[config.mk]
export PLATFORM = sky130hd
export DESIGN_NAME = cfginv_seq
export DESIGN_NICKNAME = d
export VERILOG_FILES = /design/src/rtl/cfginv_pkg.sv /design/src/rtl/cfginv_decode.sv /design/src/rtl/cfginv_ack_join.sv /design/src/rtl/cfginv_seq.sv
export SDC_FILE = /design/constraint.sdc
export NUM_CORES = 1
export LEC_CHECK = 0
export BUFFER_PORTS_ARGS = -buffer_cell sky130_fd_sc_hd__buf_2
export CORE_MARGIN = 10
export CORE_UTILIZATION = 40
export CTS_CLUSTER_SIZE = 28
export DETAILED_ROUTE_END_ITERATION = 16
export GPL_ROUTABILITY_DRIVEN = 0
export GPL_TIMING_DRIVEN = 0
export HOLD_SLACK_MARGIN = 0.12
export PLACE_DENSITY = 0.68
export SLEW_MARGIN = 20
export SYNTH_ARGS = -nofsm -noshare
export SYNTH_HDL_FRONTEND = slang
export SYNTH_HIERARCHICAL = 1
export SYNTH_SLANG_ARGS = --single-unit
[constraint.sdc]
create_clock -name clk -period 1.7 [get_ports clk]
set_input_delay 0.34 -clock clk [delete_from_list [all_inputs] [get_ports clk]]
set_output_delay 0.34 -clock clk [all_outputs]
set_load 0.01 [all_outputs]
[src/rtl/cfginv_pkg.sv]
package cfginv_pkg;

    localparam int RANGE_W = 5;
    localparam logic [RANGE_W-1:0] RANGE_EVERYTHING = 5'd31;

    localparam logic [2:0] KIND_STREAM     = 3'd0;
    localparam logic [2:0] KIND_WINDOW     = 3'd1;
    localparam logic [2:0] KIND_SUBSTREAM  = 3'd2;
    localparam logic [2:0] KIND_STREAM_ALL = 3'd3;

    typedef enum logic [1:0] {
        OP_BY_SID      = 2'd0,
        OP_BY_SID_SSID = 2'd1,
        OP_ALL         = 2'd2
    } inv_op_e;

    typedef enum logic [1:0] {
        ST_IDLE   = 2'd0,
        ST_ISSUE  = 2'd1,
        ST_REJECT = 2'd2
    } seq_state_e;

endpackage

[src/rtl/cfginv_decode.sv]
module cfginv_decode
    import cfginv_pkg::*;
#(
    parameter int SID_W = 8
) (
    input  logic [2:0]         kind,
    input  logic [SID_W-1:0]   sid,
    input  logic [RANGE_W-1:0] rng,
    output logic               known,
    output inv_op_e            op,
    output logic [SID_W-1:0]   first_sid,
    output logic [SID_W-1:0]   last_sid
);

    // Window mask: bit g is set when g lies inside the low rng+1 bits.
    logic [SID_W-1:0] win_mask;

    generate
        for (genvar g = 0; g < SID_W; g++) begin : g_mask
            assign win_mask[g] = (int'(rng) >= g);
        end
    endgenerate

    always_comb begin
        known     = 1'b1;
        op        = OP_BY_SID;
        first_sid = sid;
        last_sid  = sid;
        unique case (kind)
            KIND_STREAM: begin
                op = OP_BY_SID;
            end
            KIND_WINDOW: begin
                if (rng == RANGE_EVERYTHING) begin
                    op        = OP_ALL;
                    first_sid = '0;
                    last_sid  = '0;
                end else begin
                    op        = OP_BY_SID;
                    first_sid = sid & ~win_mask;
                    last_sid  = (sid & ~win_mask) | win_mask;
                end
            end
            KIND_SUBSTREAM: begin
                op = OP_BY_SID_SSID;
            end
            KIND_STREAM_ALL: begin
                op = OP_BY_SID;
            end
            default: begin
                known = 1'b0;
            end
        endcase
    end

endmodule

[src/rtl/cfginv_ack_join.sv]
module cfginv_ack_join #(
    parameter int NUM_IF = 3
) (
    input  logic              clk,
    input  logic              rst_n,
    input  logic              active,
    input  logic              clear,
    input  logic              cfg_ack,
    input  logic [NUM_IF-1:0] utlb_ack,
    input  logic [NUM_IF-1:0] mtlb_ack,
    output logic              all_acked
);

    localparam int NUM_TGT = 1 + 2 * NUM_IF;

    logic [NUM_TGT-1:0] ack_now;
    logic [NUM_TGT-1:0] seen_q;

    assign ack_now = {mtlb_ack, utlb_ack, cfg_ack};

    generate
        for (genvar t = 0; t < NUM_TGT; t++) begin : g_sticky
            always_ff @(posedge clk) begin
                if (!rst_n) begin
                    seen_q[t] <= 1'b0;
                end else if (clear) begin
                    seen_q[t] <= 1'b0;
                end else if (active && ack_now[t]) begin
                    seen_q[t] <= 1'b1;
                end
            end
        end
    endgenerate

    assign all_acked = active && (&(seen_q | ack_now));

endmodule

[src/rtl/cfginv_seq.sv]
module cfginv_seq
    import cfginv_pkg::*;
#(
    parameter int SID_W  = 8,
    parameter int SSID_W = 6,
    parameter int NUM_IF = 3
) (
    input  logic               clk,
    input  logic               rst_n,
    input  logic               cmd_valid,
    output logic               cmd_ready,
    input  logic [2:0]         cmd_kind,
    input  logic [SID_W-1:0]   cmd_sid,
    input  logic [SSID_W-1:0]  cmd_ssid,
    input  logic [4:0]         cmd_range,
    output logic               inv_valid,
    output logic [1:0]         inv_op,
    output logic [SID_W-1:0]   inv_sid,
    output logic [SSID_W-1:0]  inv_ssid,
    input  logic               cfg_ack,
    input  logic [NUM_IF-1:0]  utlb_ack,
    input  logic [NUM_IF-1:0]  mtlb_ack,
    output logic               cmd_err
);

    seq_state_e        state_q, state_d;
    logic [SID_W-1:0]  cur_sid_q, last_sid_q;
    logic [SSID_W-1:0] ssid_q;
    inv_op_e           op_q;

    logic              dec_known;
    inv_op_e           dec_op;
    logic [SID_W-1:0]  dec_first, dec_last;
    logic              accept;
    logic              issuing;
    logic              all_acked;
    logic              final_step;

    cfginv_decode #(
        .SID_W (SID_W)
    ) u_decode (
        .kind      (cmd_kind),
        .sid       (cmd_sid),
        .rng       (cmd_range),
        .known     (dec_known),
        .op        (dec_op),
        .first_sid (dec_first),
        .last_sid  (dec_last)
    );

    cfginv_ack_join #(
        .NUM_IF (NUM_IF)
    ) u_join (
        .clk       (clk),
        .rst_n     (rst_n),
        .active    (issuing),
        .clear     (all_acked),
        .cfg_ack   (cfg_ack),
        .utlb_ack  (utlb_ack),
        .mtlb_ack  (mtlb_ack),
        .all_acked (all_acked)
    );

    assign accept     = cmd_valid && (state_q == ST_IDLE);
    assign issuing    = (state_q == ST_ISSUE);
    assign final_step = (cur_sid_q == last_sid_q);

    // State register
    always_ff @(posedge clk) begin
        if (!rst_n) begin
            state_q <= ST_IDLE;
        end else begin
            state_q <= state_d;
        end
    end

    // Transitions
    always_comb begin
        state_d = state_q;
        unique case (state_q)
            ST_IDLE: begin
                if (accept) begin
                    state_d = dec_known ? ST_ISSUE : ST_REJECT;
                end
            end
            ST_ISSUE: begin
                if (all_acked && final_step) begin
                    state_d = ST_IDLE;
                end
            end
            ST_REJECT: begin
                state_d = ST_IDLE;
            end
            default: begin
                state_d = ST_IDLE;
            end
        endcase
    end

    // Command context and SID walker
    always_ff @(posedge clk) begin
        if (!rst_n) begin
            cur_sid_q  <= '0;
            last_sid_q <= '0;
            ssid_q     <= '0;
            op_q       <= OP_BY_SID;
        end else if (accept && dec_known) begin
            cur_sid_q  <= dec_first;
            last_sid_q <= dec_last;
            ssid_q     <= cmd_ssid;
            op_q       <= dec_op;
        end else if (issuing && all_acked && !final_step) begin
            cur_sid_q  <= cur_sid_q + 1'b1;
        end
    end

    // Outputs
    always_comb begin
        cmd_ready = (state_q == ST_IDLE);
        inv_valid = (state_q == ST_ISSUE);
        cmd_err   = (state_q == ST_REJECT);
        inv_op    = op_q;
        inv_sid   = cur_sid_q;
        inv_ssid  = ssid_q;
    end

endmodule

; ---- Word-level counts from Yosys, hierarchy flattened
; Index checks and enable logic that the tools add are counted.
[totals]
register_bits = 33
in_bits = 32
elab_cells = 68
[classes]
bitwise_logic = 5
muxes = 13
n_eq_ne = 9
reduce_logical = 21
order_cmp = 7
addsub = 1
[ops]
columns = cell, n
row1 = 8-bit two-way mux, 6
row2 = "5-bit by 3-bit >= comparator with 1-bit output, second input constant", 4
row3 = 1-bit logical AND, 13
row4 = "5-bit by 2-bit >= comparator with 1-bit output, second input constant", 2
row5 = "8-bit by 1-bit adder with 8-bit output, second input constant", 1
row6 = 8-bit AND, 1
row7 = 8-bit equality test, 1
row8 = 2-bit two-way mux, 4
row9 = 8-bit NOT, 1
row10 = 8-bit OR, 1
row11 = 2-bit one-hot mux with 2 select lines, 2
row12 = 7-bit OR, 1
row13 = 7-bit AND reduction, 1
row14 = "3-bit by 2-bit equality test with 1-bit output, second input constant", 2
row15 = "5-bit equality test, second input constant", 1
row16 = "5-bit by 1-bit >= comparator with 1-bit output, second input constant", 1
row17 = "2-bit by 1-bit != test with 1-bit output, second input constant", 2
row18 = 4-bit OR reduction, 1
row19 = "3-bit by 1-bit equality test with 1-bit output, second input constant", 1
row20 = 3-bit logical NOT, 1
row21 = "2-bit by 1-bit equality test with 1-bit output, second input constant", 1
row22 = "2-bit equality test, second input constant", 1
row23 = 2-bit logical NOT, 1
row24 = 2-bit AND reduction, 1
row25 = 5 further kinds, 5

; ---- Longest topological paths before layout
[depth]
depth_word = 7
mapped_depth = 9
mapped_depth_nobuf = 8

; ---- Cells and area by module
; Netlist, hierarchy kept.
[by_module_without_submodules]
columns = mod, cells_each, n_inst, area_per_inst_um2, seq_area_each_um2
row1 = cfginv_seq, 141, 1, 1229.9, 520.5
row2 = cfginv_ack_join, 28, 1, 259.0, 140.1
row3 = cfginv_decode, 39, 1, 250.2, 0.0

; ---- Worst setup path before layout
; Ideal clock, no wire load.
[synth_path]
path_kind = register -> register
from = reg state_q[0]
to = reg cur_sid_q[1] (netlist: inv_sid[1])
path_buffers = 1
setup_slack_ns = -0.349
path_stages_with_launch = 9
setup_ns = 0.131
required_time_ns = 1.569
t_arrival_ns = 1.918
cell_sequence = dfxtp_1 nor2b_1 clkbuf_2 o21ai_0 nor3_2 and3b_1 a21boi_0 mux2i_1 a21oi_1
[synth_via]
elab_chain_len = 5
elab_cells_between_ends = 9
[synth_lines]
columns = item, line_no
row1 = "start, declared", cfginv_seq.sv:26  ; seq_state_e state_q, state_d;
row2 = "start signal, assigned", cfginv_seq.sv:73  ; state_q <= state_d;
row3 = 2-bit by 1-bit equality test with 1-bit output, --
row4 = via inv_valid, cfginv_seq.sv:16  ; output logic inv_valid,
row5 = 1-bit logical AND, cfginv_ack_join.sv:35  ; assign all_acked = active && (&(seen_q | ack_now));
row6 = via all_acked, cfginv_seq.sv:36  ; logic all_acked;
row7 = 1-bit logical AND (2 in series), cfginv_seq.sv:112  ; end else if (issuing && all_acked && !final_step) begin
row8 = 2-bit nonzero test (no source line), --
row9 = "end signal, assigned", cfginv_seq.sv:108  ; cur_sid_q <= dec_first;
row10 = "end signal, assigned", cfginv_seq.sv:113  ; cur_sid_q <= cur_sid_q + 1'b1;
row11 = "end, declared", cfginv_seq.sv:27  ; logic [SID_W-1:0] cur_sid_q, last_sid_q;
; The timed path passes the listed nets, and every way through them passes these cells.
; A chain may end at the register's enable or synchronous reset.

; ---- Worst setup path in the final report
[layout_path]
from = reg u_join.seen_q[2]
to = reg cur_sid_q[5] (netlist: inv_sid[5])
[layout_via]
elab_chain_len = 6
[layout_lines]
columns = item, line_no
row1 = "start, declared", cfginv_ack_join.sv:17  ; logic [NUM_TGT-1:0] seen_q;
row2 = "start signal, assigned by index", cfginv_ack_join.sv:25  ; seen_q[t] <= 1'b0;
row3 = "start signal, assigned by index", cfginv_ack_join.sv:27  ; seen_q[t] <= 1'b0;
row4 = "start signal, assigned by index", cfginv_ack_join.sv:29  ; seen_q[t] <= 1'b1;
row5 = 7-bit OR, cfginv_ack_join.sv:35
row6 = 7-bit AND reduction, cfginv_ack_join.sv:35
row7 = 1-bit logical AND, cfginv_ack_join.sv:35
row8 = via all_acked, cfginv_seq.sv:36
row9 = 1-bit logical AND (2 in series), cfginv_seq.sv:112
row10 = 2-bit nonzero test (no source line), --
; The timed path passes the listed nets, and every way through them passes these cells.

==> results.toml <==
[status]
status = "finished, violations left"
violations = "setup timing"

[cells_and_area]
diodes = 0
fin_nets = 310
syn_to_final_growth_pct = 32.9
register_area_um2 = 667
layout_commonest_cell = "buf_2"
multi_input_area_mm2 = 0.00108
layout-drive-gt1-share = 0.367
final_cells = 328
fill_cells = 412
final_cell_mix = "50 x buf_2, 35 x nand2_1, 28 x dfxtp_1"
final_area_mm2 = 0.00231

[yosys]
synth_edf_count = 0
ys_warn_count = 6
synth_compound_gate_area_share = 0.248
netlist_area_mm2 = 0.00174
syn_nets = 241
synth_fa_ha_area_frac = 0.00719
yosys.area.top_type = "dfxtp_1"
ys_ff_latch = 33
synthCells = 208
async_flop_share = 0
muxShareOfSynthArea = 0.00576
synth_xor_area_frac = 0.0705
yosysUniqueCellTypes = 43
synth_top_family_by_area = "simple AND/OR/NAND/NOR gates"
synth-simple-area-share = 0.252
synth.top_cell.area_share = 0.380
synth-main-ff-cell = "dfxtp_1"
yosysSeqAreaShare = 0.380
synth_area_per_cell_um2 = 8.36
synth.area.top_cells = "dfxtp_1 38%, a21boi_0 8.6%, nand2_1 7.8%"

[place]
dp_cells = 308
dpl_cell_area_mm2 = 0.00208
place_hpwl_mm = 3.47
place_ws_ps = -225
io_buffers = 50

[global_route]
overflow = 0
gr-usage-all-layers = 0.123
antenna_found_initial = 0
grt_pass1_vias = 1637
grt_pass1_wl_mm = 7.49
grt_max_degree = 11

[clock_tree]
clock-root-buffer = "clkbuf_8"
clkSinkCount = 33
cts_tree = "built"
insertion_delay_ps = 280
path_clk_slew_ps = 70
htreeDepth = 2
cts_buffer_depth = 2
numCtsBuffers = 5
hold_buffers = 0

[sta]
tightest_slew_ps = 489
setup_viol = 3
min_period_ps = 1740
fmax_ghz = 0.575
relSlewSlack = 0.673
slew_viol_final = 0
skew_ps = 3.79
fin_tns_setup_ps = -104
rsz0062_at_grt = "yes"
fin_crit_sh = 1.02
finalHoldViolCount = 0
layout_setup_ws_ps = -38.4

[hold_path]
whs_path_depth = 3
hp-class = "in2reg"
worstHoldStart = "cmd_ssid[4]"

[detailed_routing]
route.detailed.wl_per_inst_um = 14.3
wl_mm = 4.71
detail-route-antenna-nets = 0
vias_per_cell = 5.07
vias = 1662
remaining_drc_errors = 0
dr.pass1.iters = 4
drtIter0Drc = 56

[worst_setup_path]
arrival_ps = 1900
crit_chain = "o22a_2 > o221ai_2 > nor3_2 > and3b_2 > nand4_1 > a211oi_2 > xnor2_1 > a21oi_1"
cp_slowest_cell = "dfxtp_2"
crit_type = "reg2reg"
r2r_cells = 8
end_kind = "flop"
startpoint_type = "flop"
max_stage_delay_ps = 330
crit_fanout = 3
rr_startpoint = "u_join/seen_q[2]"
setup.worst_path.start = "u_join/seen_q[2]"
cp.required_ps = 1860

[power]
ir_drop_uv = 509
p_leak_nw = 0.993
p_per_area_mw_per_mm2 = 800

[die]
die_h_um = 85.9
num_rows = 23
ioPinCount = 51
dieArea_mm2 = 0.00739
die_w_um = 85.9
core_area_mm2 = 0.00412
start_util = 0.423

[job]
max_cap_viol_count = 0
==> what timing repair did <==
item	in CTS	in global routing
pin swaps	9	14
cloned	0	0
setup buffers	5	8
resized for setup	2	15
endpoints found under the setup margin	8	19
==> metal layers <==
layer,share of wire,wire (um),GRT usage
met5,0,0,0
met4,0.014,67,0.0539
met3,0.058,274,0.0388
met2,0.50,2340,0.204
met1,0.43,2030,0.141
==> sequential cells by signal (all words and copies together), names as in the netlist <==
| signal | cells |
|---|---|
| inv_sid | 8 |
| last_sid_q | 8 |
| u_join/seen_q | 7 |
| inv_ssid | 6 |
| inv_op | 2 |
| state_q | 2 |
==> through the flow <==
stage	power, mW	hold WS [ps]	util
after floorplan	1.09	437	-
after global placement	1.21	446	0.507
after detailed placement	1.21	457	0.507
after CTS	1.79	296	0.537
after global routing	1.95	300	0.562
final	1.85	302	0.562
==> final cells by class <==
| type | count | area share |
|---|---|---|
| Buffer | 9 | 0.0244 |
| Clock buffer | 6 | 0.0314 |
| Clock inverter | 2 | 0.00433 |
| Inverter | 2 | 0.00325 |
| Multi-Input combinational cell | 163 | 0.467 |
| Sequential cell | 33 | 0.289 |
| Tap cell | 50 | 0.0271 |
| Timing Repair Buffer | 63 | 0.154 |
==> worst paths after layout <==
check             slack, ps           to
hold / removal          300  inv_ssid[4]
hold reg to reg         460  inv_ssid[0]
setup / recovery        -40   inv_sid[5]
setup reg to reg        -40   inv_sid[5]
==> cells in the mapped netlist, drive strengths merged (3+ instances only) <==
cell type / instances
buf: 4
nand2: 36
clkbuf: 6
xor2: 8
nand4: 3
o21ai: 11
dfxtp: 33
nor2: 15
xnor2: 6
a21boi: 20
o21ba: 3
a21oi: 24
nor2b: 6
nor3: 3
nand3: 3
==> critical path: cells and delay by family (launching register included) <==
| kind | cells | cell delay [ps] |
|---|---|---|
| flops | 1 | 330 |
| compound gates | 4 | 520 |
| xor+xnor | 1 | 150 |
| simple gates | 3 | 620 |
==> power breakdown <==
part,internal (mW),switching (mW),total [mW]
registers,0.818,0.0410,0.859
clock network,0.283,0.282,0.566
logic,0.204,0.219,0.423
total,1.31,0.542,1.85
==> cell families (layout without fill, tap and decap cells) <==
kind of cell / Yosys count / after routing
adder cells (fa/ha/maj): 1 / 1
flip-flops: 33 / 33
AND/OR/NAND/NOR: 81 / 81
AO/OA/AOI/OAI: 66 / 66
XOR/XNOR: 14 / 14
multiplexers: 1 / 1
buffers and inverters: 12 / 82
(Power assumes the default switching activity.)
